**src/rtl/irq_restart_pkg.sv**
```systemverilog
package irq_restart_pkg;

  localparam int VEC_W      = 16;
  localparam int NUM_LVL    = 3;
  localparam int SLOT_BYTES = 8;
  localparam int OP_W       = 8;

  // control byte fields
  localparam int CB_MASK_LO  = 0;
  localparam int CB_MASK_EN  = 3;
  localparam int CB_CLR75    = 4;
  localparam int CB_SER_EN   = 6;
  localparam int CB_SER_DATA = 7;

  // restart slots of the auto-vectored sources (address = slot*8 + 4)
  localparam int SLOT_NMI = 4;
  localparam int SLOT_L55 = 5;
  localparam int SLOT_L65 = 6;
  localparam int SLOT_L75 = 7;

  typedef enum logic [2:0] {
    SRC_NONE, SRC_NMI, SRC_L75, SRC_L65, SRC_L55, SRC_GEN
  } src_e;

  typedef struct packed {
    logic               setEnable;
    logic               clrEnable;
    logic               loadMask;
    logic [NUM_LVL-1:0] maskVal;
    logic               clrLatch;
    logic               loadSerial;
    logic               serialVal;
    logic               clrNmi;
    logic               issueVec;
    logic               issueOpReq;
    logic [VEC_W-1:0]   vecAddr;
  } ctrlStrobe_t;

  function automatic logic [VEC_W-1:0] slotAddr(input int slot, input logic half);
    int a;
    a = slot * SLOT_BYTES + (half ? SLOT_BYTES / 2 : 0);
    return VEC_W'(a);
  endfunction

endpackage

```
**src/rtl/irq_restart_ctrl.sv**
```systemverilog
module irq_restart_ctrl
  import irq_restart_pkg::*;
(
  input  logic               clk,
  input  logic               rstN,
  input  logic               ackStrobe,
  input  logic               enableCmd,
  input  logic               disableCmd,
  input  logic               maskWr,
  input  logic [7:0]         maskWrData,
  input  logic               rstOpValid,
  input  logic [OP_W-1:0]    rstOp,
  input  logic               genReq,
  input  logic               lvl55Req,
  input  logic               lvl65Req,
  input  logic               enableFlag,
  input  logic [NUM_LVL-1:0] maskBits,
  input  logic               latch75,
  input  logic               nmiLive,
  output ctrlStrobe_t        strobe,
  output logic               intReq
);

  src_e winner;
  logic ackTaken;
  logic opMatch;
  logic [2:0] opSlot;
  logic unusedBit5;

  assign unusedBit5 = maskWrData[5];

  always_comb begin
    winner = SRC_NONE;
    if (nmiLive)                            winner = SRC_NMI;
    else if (enableFlag) begin
      if (latch75 && !maskBits[2])          winner = SRC_L75;
      else if (lvl65Req && !maskBits[1])    winner = SRC_L65;
      else if (lvl55Req && !maskBits[0])    winner = SRC_L55;
      else if (genReq)                      winner = SRC_GEN;
    end
  end

  assign intReq   = (winner != SRC_NONE);
  assign ackTaken = ackStrobe && intReq;

  assign opMatch = (rstOp[7:6] == 2'b11) && (rstOp[2:0] == 3'b111);
  assign opSlot  = rstOp[5:3];

  always_comb begin
    strobe            = '0;
    strobe.setEnable  = enableCmd;
    strobe.clrEnable  = disableCmd || ackTaken;
    strobe.loadMask   = maskWr && maskWrData[CB_MASK_EN];
    strobe.maskVal    = maskWrData[CB_MASK_LO +: NUM_LVL];
    strobe.clrLatch   = (maskWr && maskWrData[CB_CLR75]) || (ackTaken && winner == SRC_L75);
    strobe.loadSerial = maskWr && maskWrData[CB_SER_EN];
    strobe.serialVal  = maskWrData[CB_SER_DATA];
    strobe.clrNmi     = ackTaken && winner == SRC_NMI;
    if (ackTaken) begin
      strobe.issueVec   = (winner != SRC_GEN);
      strobe.issueOpReq = (winner == SRC_GEN);
      unique case (winner)
        SRC_NMI: strobe.vecAddr = slotAddr(SLOT_NMI, 1'b1);
        SRC_L75: strobe.vecAddr = slotAddr(SLOT_L75, 1'b1);
        SRC_L65: strobe.vecAddr = slotAddr(SLOT_L65, 1'b1);
        SRC_L55: strobe.vecAddr = slotAddr(SLOT_L55, 1'b1);
        default: strobe.vecAddr = '0;
      endcase
    end else if (rstOpValid && opMatch) begin
      strobe.issueVec = 1'b1;
      strobe.vecAddr  = slotAddr(int'(opSlot), 1'b0);
    end
  end

  AST_DISABLED_QUIET: assert property (@(posedge clk) disable iff (!rstN)
    (!enableFlag && !nmiLive) |-> !intReq);
  AST_NMI_ALWAYS_SEEN: assert property (@(posedge clk) disable iff (!rstN)
    nmiLive |-> intReq);

endmodule

```
**src/rtl/irq_restart_dp.sv**
```systemverilog
module irq_restart_dp
  import irq_restart_pkg::*;
(
  input  logic               clk,
  input  logic               rstN,
  input  ctrlStrobe_t        strobe,
  input  logic               nmiReq,
  input  logic               lvl75Req,
  input  logic               lvl65Req,
  input  logic               lvl55Req,
  input  logic               serialIn,
  output logic               enableFlag,
  output logic [NUM_LVL-1:0] maskBits,
  output logic               latch75,
  output logic               nmiLive,
  output logic [7:0]         statusByte,
  output logic               serialOut,
  output logic               vecValid,
  output logic [VEC_W-1:0]   vecAddr,
  output logic               opcodeReq
);

  logic nmiPrev, nmiPend, l75Prev;
  logic [NUM_LVL-1:0] pendBits;

  always_ff @(posedge clk or negedge rstN) begin
    if (!rstN) begin
      enableFlag <= 1'b0;
      maskBits   <= '1;
      latch75    <= 1'b0;
      l75Prev    <= 1'b0;
      nmiPrev    <= 1'b0;
      nmiPend    <= 1'b0;
      serialOut  <= 1'b0;
    end else begin
      nmiPrev <= nmiReq;
      l75Prev <= lvl75Req;
      if (strobe.clrEnable)      enableFlag <= 1'b0;
      else if (strobe.setEnable) enableFlag <= 1'b1;
      if (strobe.loadMask)       maskBits <= strobe.maskVal;
      if (strobe.clrLatch)       latch75 <= 1'b0;
      else if (lvl75Req && !l75Prev) latch75 <= 1'b1;
      if (strobe.clrNmi || !nmiReq)  nmiPend <= 1'b0;
      else if (!nmiPrev)             nmiPend <= 1'b1;
      if (strobe.loadSerial)     serialOut <= strobe.serialVal;
    end
  end

  always_ff @(posedge clk or negedge rstN) begin
    if (!rstN) begin
      vecValid  <= 1'b0;
      opcodeReq <= 1'b0;
      vecAddr   <= '0;
    end else begin
      vecValid  <= strobe.issueVec;
      opcodeReq <= strobe.issueOpReq;
      if (strobe.issueVec) vecAddr <= strobe.vecAddr;
    end
  end

  assign nmiLive = nmiPend && nmiReq;

  // pending field: 5.5 and 6.5 raw, 7.5 from the latch
  generate
    for (genvar i = 0; i < NUM_LVL; i++) begin : g_pend
      if (i == NUM_LVL - 1) begin : g_edge
        assign pendBits[i] = latch75;
      end else if (i == 1) begin : g_l65
        assign pendBits[i] = lvl65Req;
      end else begin : g_l55
        assign pendBits[i] = lvl55Req;
      end
    end
  endgenerate

  assign statusByte = {serialIn, pendBits, enableFlag, maskBits};

  AST_LATCH_CLEARED: assert property (@(posedge clk) disable iff (!rstN)
    strobe.clrLatch |=> !latch75);
  AST_MASK_HELD: assert property (@(posedge clk) disable iff (!rstN)
    !strobe.loadMask |=> $stable(maskBits));
  AST_SINGLE_RESULT: assert property (@(posedge clk) disable iff (!rstN)
    $onehot0({vecValid, opcodeReq}));
  AST_VEC_IN_TABLE: assert property (@(posedge clk) disable iff (!rstN)
    vecValid |-> (vecAddr < VEC_W'(SLOT_BYTES * SLOT_BYTES)));

endmodule

```
**src/rtl/irq_restart_unit.sv**
```systemverilog
module irq_restart_unit
  import irq_restart_pkg::*;
(
  input  logic             clk,
  input  logic             rstN,
  input  logic             nmiReq,
  input  logic             lvl75Req,
  input  logic             lvl65Req,
  input  logic             lvl55Req,
  input  logic             genReq,
  input  logic             enableCmd,
  input  logic             disableCmd,
  input  logic             maskWr,
  input  logic [7:0]       maskWrData,
  output logic [7:0]       statusByte,
  input  logic             serialIn,
  output logic             serialOut,
  input  logic             ackStrobe,
  output logic             intReq,
  output logic             vecValid,
  output logic [VEC_W-1:0] vecAddr,
  output logic             opcodeReq,
  input  logic             rstOpValid,
  input  logic [OP_W-1:0]  rstOp
);

  ctrlStrobe_t        strobe;
  logic               enableFlag;
  logic [NUM_LVL-1:0] maskBits;
  logic               latch75;
  logic               nmiLive;

  irq_restart_ctrl u_ctrl (
    .clk(clk), .rstN(rstN), .ackStrobe(ackStrobe), .enableCmd(enableCmd),
    .disableCmd(disableCmd), .maskWr(maskWr), .maskWrData(maskWrData),
    .rstOpValid(rstOpValid), .rstOp(rstOp), .genReq(genReq),
    .lvl55Req(lvl55Req), .lvl65Req(lvl65Req), .enableFlag(enableFlag),
    .maskBits(maskBits), .latch75(latch75), .nmiLive(nmiLive),
    .strobe(strobe), .intReq(intReq)
  );

  irq_restart_dp u_dp (
    .clk(clk), .rstN(rstN), .strobe(strobe), .nmiReq(nmiReq),
    .lvl75Req(lvl75Req), .lvl65Req(lvl65Req), .lvl55Req(lvl55Req),
    .serialIn(serialIn), .enableFlag(enableFlag), .maskBits(maskBits),
    .latch75(latch75), .nmiLive(nmiLive), .statusByte(statusByte),
    .serialOut(serialOut), .vecValid(vecValid), .vecAddr(vecAddr),
    .opcodeReq(opcodeReq)
  );

  AST_ACCEPT_DISABLES: assert property (@(posedge clk) disable iff (!rstN)
    (ackStrobe && intReq) |=> !statusByte[3]);
  AST_ACK_ANSWERED: assert property (@(posedge clk) disable iff (!rstN)
    (ackStrobe && intReq) |=> (vecValid || opcodeReq));

endmodule

```
**config.mk**
```make
export PLATFORM = sky130hd
export DESIGN_NAME = irq_restart_unit
export DESIGN_NICKNAME = d
export VERILOG_FILES = /design/src/rtl/irq_restart_pkg.sv /design/src/rtl/irq_restart_ctrl.sv /design/src/rtl/irq_restart_dp.sv /design/src/rtl/irq_restart_unit.sv
export SDC_FILE = /design/constraint.sdc
export NUM_CORES = 1
export LEC_CHECK = 0
export BUFFER_PORTS_ARGS = -buffer_cell sky130_fd_sc_hd__buf_2
export CAP_MARGIN = 20
export CELL_PAD_IN_SITES_DETAIL_PLACEMENT = 0
export CELL_PAD_IN_SITES_GLOBAL_PLACEMENT = 1
export CORE_MARGIN = 2
export CORE_UTILIZATION = 40
export CTS_CLUSTER_DIAMETER = 60
export CTS_CLUSTER_SIZE = 16
export DETAILED_ROUTE_END_ITERATION = 6
export PLACE_DENSITY = 0.85
export RECOVER_POWER = 25
export SETUP_SLACK_MARGIN = 0.1
export SKIP_CTS_REPAIR_TIMING = 1
export SLEW_MARGIN = 20
export SYNTH_ARGS = -nofsm -noshare
export SYNTH_HDL_FRONTEND = slang
export SYNTH_HIERARCHICAL = 1
export SYNTH_SLANG_ARGS = --single-unit
```
**constraint.sdc**
```tcl
create_clock -name clk -period 5 [get_ports clk]
set_clock_uncertainty 0.05 [all_clocks]
set_input_delay 1 -clock clk [delete_from_list [all_inputs] [get_ports clk]]
set_output_delay 1 -clock clk [all_outputs]
set_load 0.05 [all_outputs]
```
==> results_dict.tcl, run 1 <==
set metrics [dict create \
    outcome "complete, no violations" \
    start_util 0.407 \
    synth_top_family_by_area "multiplexers" \
    final_cells 213 \
    synth_ff_type "dfrtp_1" \
    crit_path_end_kind "primary output" \
    crit_buf_inv 2 \
    r2r-end "u_dp/vecAddr[5]$_DFFE_PN0P_" \
    layout_commonest_cell "buf_2" \
    synthXorXnorAreaFrac 0 \
    clk_pin_slew_ns 0.09 \
    synth-async-reset-ratio 1.00 \
    drv_slew 0 \
    cp_slowest_stage_delay_ns 0.20 \
    synthSimpleGateAreaFrac 0.113 \
    powerDensity_mw_per_mm2 468 \
    finalHoldViolCount 0 \
    synthAdderAreaFrac 0 \
    p_leak_nw 0.830 \
    cpMaxStageDelayCell "nand3_1" \
    fmax_mhz 334 \
    path_class "primary input to primary output" \
    grtUsageTotal 0.136 \
    worstSetupStartpoint "lvl65Req" \
    grt_first_pass_wirelength_mm 4.30 \
    yosysSeqAreaShare 0.463 \
    worst_slew_pin_slew_ns 1.45 \
    die_area_mm2 0.00417 \
    dp_cells 209 \
    synth_mux_area_frac 0.186 \
    worstPathCellList "buf_2 > nand2b_1 > nand3_1 > o21ai_0 > nand2_1 > buf_2" \
    port_buffers 53 \
    hpwl_mm 1.99 \
    ff2ff_setup_slack_ns 2.91 \
    crit_family "simple AND/OR/NAND/NOR gates" \
    path_max_fanout 4 \
    synth_edf_count 0 \
    clk_path_buf_depth 2 \
    die_h_um 64.6 \
    grt_setup_unrepaired "no" \
    vias 973 \
    post-route-min-period_ns 2.99 \
    peakVddDrop_mv 0.218 \
    core_mm2 0.00361 \
    numClockSinks 27 \
    reg2reg_from "u_dp/maskBits[2]$_DFFE_PN1P_" \
    route.detailed.drc 0 \
    routedWlPerCell_um 12.3 \
    critPathMostFrequentCell "buf_2" \
    n_antenna_cell 0 \
    drv_cap 0 \
    worstPathRequired_ns 3.95 \
    gp_congestion 0.801 \
    fp.dieW_um 64.6 \
    drt.antenna.violating_nets 0 \
    path_depth 6 \
    cp.arrival_ns 1.94 \
    final_cell_mix "buf_2 (50), dfrtp_1 (24), nand2_1 (12), conb_1 (12)" \
    grt_max_degree 28 \
    hold_class "flip-flop to flip-flop" \
    synth.avg_cell_area_um2 11.8 \
    nets 195 \
    netlist_area_mm2 0.00147 \
    finalSetupViolations 0 \
    synth_cell_types 32 \
    synth-seq-cells 27 \
    drive_gt1_frac 0.497 \
    drt-total-wl_mm 2.62 \
    via_per_inst 4.57 \
    setup_tns_ns 0 \
    reg2regPathDepth 4 \
    grt.overflow.total 0 \
    yosysWarnings 6 \
    io_pins 57 \
    cts_tree "yes" \
    drtIter0Drc 72 \
    clk_latency_ns 0.27 \
    antenna_found_initial 0 \
    period_share 0.599 \
    grt_pass1_vias 977 \
    drt_pass1_iterations 5 \
    start_kind "primary input" \
    synthCells 125 \
    clockRootBuffer "clkbuf_8" \
    critPathCapture "intReq" \
    htreeDepth 1 \
    num_rows 22 \
    synth_compound_area_frac 0.0664 \
    cts_buffers 3 \
    area_growth_pct 12.1 \
    timing.slew.headroom 0.0303 \
]
[logic make-up after synthesis]
group,Yosys count
multiplexers,21
flip-flops,27
buffers and inverters,33
AO/OA/AOI/OAI,12
AND/OR/NAND/NOR,31
other,1
[how the worst min path moves through the flow]
stage	start	end	slack, ns	depth (start not counted)
final	u_dp/l75Prev$_DFF_PN0_	u_dp/latch75$_DFFE_PN0P_	0.46	2
after global routing	u_dp/vecAddr[2]$_DFFE_PN0P_	u_dp/vecAddr[2]$_DFFE_PN0P_	0.49	1
after CTS	u_dp/l75Prev$_DFF_PN0_	u_dp/latch75$_DFFE_PN0P_	0.47	2
after detailed placement	u_dp/vecAddr[12]$_DFFE_PN0P_	u_dp/vecAddr[12]$_DFFE_PN0P_	0.44	1
after global placement	u_dp/serialOut$_DFFE_PN0P_	u_dp/serialOut$_DFFE_PN0P_	0.43	1
after floorplan	u_dp/l75Prev$_DFF_PN0_	u_dp/latch75$_DFFE_PN0P_	0.42	2
[layer usage]
metal	share of wire	GRT usage
met5	0	0
met1	0.40	0.155
met3	0.067	0.0243
met4	0.024	0.0878
met2	0.51	0.234
[through the flow]
| stage | hold WS [ns] | setup WS, ns | instance area (µm²) | total power [mW] | utilization |
|---|---|---|---|---|---|
| after global placement | 0.434 | 2.07 | 1610 | 0.649 | 0.445 |
| after detailed placement | 0.441 | 2.04 | 1610 | 0.657 | 0.445 |
| after floorplan | 0.423 | 2.21 | 1510 | 0.598 | - |
| after global routing | 0.488 | 1.94 | 1650 | 0.813 | 0.457 |
| after CTS | 0.469 | 2.03 | 1650 | 0.783 | 0.458 |
| final | 0.465 | 2.01 | 1650 | 0.771 | 0.457 |
[where the power goes]
group	leakage [nW]	internal (mW)	switching, mW	total (mW)
logic	0.481	0.105	0.247	0.351
clock network	0.0228	0.0570	0.0638	0.121
registers	0.327	0.271	0.0272	0.299
[state kept, by name (all words and copies together) (netlist names)]
register and flops:
u_dp/enableFlag 1, u_dp/l75Prev 1, u_dp/latch75 1, u_dp/maskBits 3
u_dp/nmiPend 1, u_dp/nmiPrev 1, u_dp/opcodeReq 1, u_dp/serialOut 1
u_dp/vecAddr 16, u_dp/vecValid 1
[worst min-delay path, stage by stage, from the launching register on]
cell and delay, ns:
dfrtp_1 0.33, nand2b_1 0.09, a21oi_1 0.06
[synthesized netlist by cell type, drive strengths merged, types with 2 or more instances]
master	count	area, µm²
a31oi	2	12.5
dfstp	3	78.8
nand2	12	45.0
nand2b	4	32.5
mux2	20	263
buf	28	230
dfrtp	24	601
inv	5	18.8
and2	3	18.8
a21oi	2	10.0
o21ai	3	15.0
nor2	3	11.3
nand3	2	10.0
[final cells by class]
type,count,area (µm²)
fillers,359,1960
inverters,5,18.8
flip-flops and latches,27,679
clock buffers,4,45.0
repair buffers,53,262
well taps,48,60.1
multi-input cells,76,582
(Power assumes the default switching activity.)
==> inputs of run 2 (changes only) <==
--- a/config.mk
+++ b/config.mk
@@ -10,11 +10,11 @@
 export CELL_PAD_IN_SITES_DETAIL_PLACEMENT = 0
 export CELL_PAD_IN_SITES_GLOBAL_PLACEMENT = 1
 export CORE_MARGIN = 2
-export CORE_UTILIZATION = 40
+export CORE_UTILIZATION = 34
 export CTS_CLUSTER_DIAMETER = 60
 export CTS_CLUSTER_SIZE = 16
 export DETAILED_ROUTE_END_ITERATION = 6
-export PLACE_DENSITY = 0.85
+export PLACE_DENSITY = 0.77
 export RECOVER_POWER = 25
 export SETUP_SLACK_MARGIN = 0.1
 export SKIP_CTS_REPAIR_TIMING = 1
==> constraint.sdc (replaced) <==
create_clock -name clk -period 2.7 [get_ports clk]
set_clock_uncertainty 0.05 [all_clocks]
set_input_delay 0.54 -clock clk [delete_from_list [all_inputs] [get_ports clk]]
set_output_delay 0.54 -clock clk [all_outputs]
set_load 0.05 [all_outputs]
==> run 2 against run 1 <==
Combinational power is 87% higher; first-iteration DRC count is 68% lower; clock power increased by 83%; final area rose by 0.23%; routed wire length up 6.1%; critical path depth shrank 1; sequential share of layout area shrank 0.094 points; final cell count increased by 0.94%; worst hold slack worse by 0.12 ns.
==> results_dict.tcl, run 2 (same netlist as run 1, synthesis figures left out) <==
set metrics [dict create \
    routedWlPerCell_um 12.9 \
    peakVddDrop_mv 0.531 \
    dp_cells 211 \
    fin_area_mm2 0.00165 \
    gp_congestion 0.748 \
    n_antenna_cell 0 \
    finalSetupViolations 0 \
    place_area_mm2 0.00161 \
    grtUsageTotal 0.119 \
    fmax_mhz 441 \
    multi_input_area_um2 582 \
    crit_path_end_kind "primary output" \
    grt_first_pass_wirelength_mm 4.69 \
    core_mm2 0.00409 \
    nets 195 \
    p_leak_nw 0.833 \
    hold_class "primary input to flip-flop" \
    io_pins 57 \
    die_area_mm2 0.00486 \
    num_rows 23 \
    via_per_inst 4.34 \
    powerDensity_mw_per_mm2 868 \
    vias 933 \
    cp.arrival_ns 1.68 \
    setup_tns_ns 0 \
    antenna_found_initial 0 \
    drive_gt1_frac 0.503 \
    grt_max_degree 28 \
    cts_buffers 3 \
    drv_cap 0 \
    grt_pass1_vias 1017 \
    path_class "flip-flop to primary output" \
    timing.slew.headroom 0.0621 \
    route.detailed.drc 0 \
    port_buffers 53 \
    die_h_um 69.7 \
    hpwl_mm 2.19 \
    clk_pin_slew_ns 0.09 \
    worst_slew_pin_slew_ns 1.41 \
    drtIter0Drc 23 \
    final_cell_mix "buf_2 (51), dfrtp_1 (24), nand2_1 (12), conb_1 (12)" \
    clk_latency_ns 0.27 \
    clockRootBuffer "clkbuf_8" \
    final_cells 215 \
    cts_tree "yes" \
    drt.antenna.violating_nets 0 \
    numClockSinks 27 \
    drt-total-wl_mm 2.78 \
    top_register "u_dp/vecAddr" \
    clk_path_buf_depth 2 \
    fp.dieW_um 69.7 \
    path_max_fanout 5 \
    drv_slew 0 \
    grt.overflow.total 0 \
    regArea_um2 679 \
    start_kind "flip-flop" \
    largest_reg_flops 16 \
    grt_setup_unrepaired "no" \
    drt_pass1_iterations 4 \
    period_share 0.840 \
    fillCellCount 425 \
    layout_commonest_cell "buf_2" \
    area_growth_pct 12.4 \
    worstPathRequired_ns 2.11 \
    finalHoldViolCount 0 \
    post-route-min-period_ns 2.27 \
    top_regs "u_dp/vecAddr: 16 flops, u_dp/maskBits: 3 flops" \
    start_util 0.359 \
    outcome "complete, no violations" \
    htreeDepth 1 \
]
==> run 2: cell count changes in the layout (fill, tap and decap cells not counted), sizes merged <==
cell / before / now
buf: 50 / 51
clkbuf: 7 / 6
==> run 2: worst paths after layout <==
check / slack (ns) / depth (start not counted) / endpoint / from
hold / removal: 0.34 / 1 / u_dp/nmiPrev$_DFF_PN0_ / nmiReq
setup / recovery: 0.43 / 5 / intReq / u_dp/maskBits[2]$_DFFE_PN1P_
min in group asynchronous: 0.53 / 1 / u_dp/vecAddr[7]$_DFFE_PN0P_ / rstN
setup reg to reg: 0.66 / 5 / u_dp/vecAddr[8]$_DFFE_PN0P_ / u_dp/nmiPend$_DFFE_PN0P_
hold reg to reg: 0.45 / 2 / u_dp/latch75$_DFFE_PN0P_ / u_dp/l75Prev$_DFF_PN0_
max in group asynchronous: 1.25 / 1 / u_dp/opcodeReq$_DFF_PN0_ / rstN
==> run 2: power breakdown <==
group / internal, mW / total, mW / switching (mW)
clock network: 0.105 / 0.221 / 0.116
logic: 0.194 / 0.657 / 0.462
registers: 0.503 / 0.555 / 0.0522
total: 0.802 / 1.43 / 0.630
==> run 2: routing by layer <==
layer,track usage,share of wire
met1,0.132,0.39
met2,0.207,0.52
met3,0.0407,0.077
met4,0.0491,0.012
met5,0,0
==> run 2: area by class of cell <==
type / instances / share of cell area
sequential: 27 / 0.412
timing repair buffer: 53 / 0.159
multi-input combinational: 76 / 0.353
tap: 50 / 0.0379
clock buffer: 4 / 0.0273
inverter: 5 / 0.0114
==> run 2: critical path: stages (launching register included) <==
cell	delay, ns
dfstp_2	0.54
nand2b_1	0.23
nand3_1	0.19
o21ai_0	0.18
nand2_1	0.07
buf_2	0.21
==> run 2: through the flow <==
step / hold slack, ns / util / total power, mW / worst slack [ns]
2_1_floorplan: 0.194 / - / 1.11 / 0.739
3_3_place_gp: 0.438 / 0.393 / 1.21 / 0.443
3_5_place_dp: 0.438 / 0.393 / 1.22 / 0.381
4_1_cts: 0.236 / 0.404 / 1.45 / 0.419
5_1_grt: 0.328 / 0.404 / 1.51 / 0.271
6_report: 0.344 / 0.404 / 1.43 / 0.431
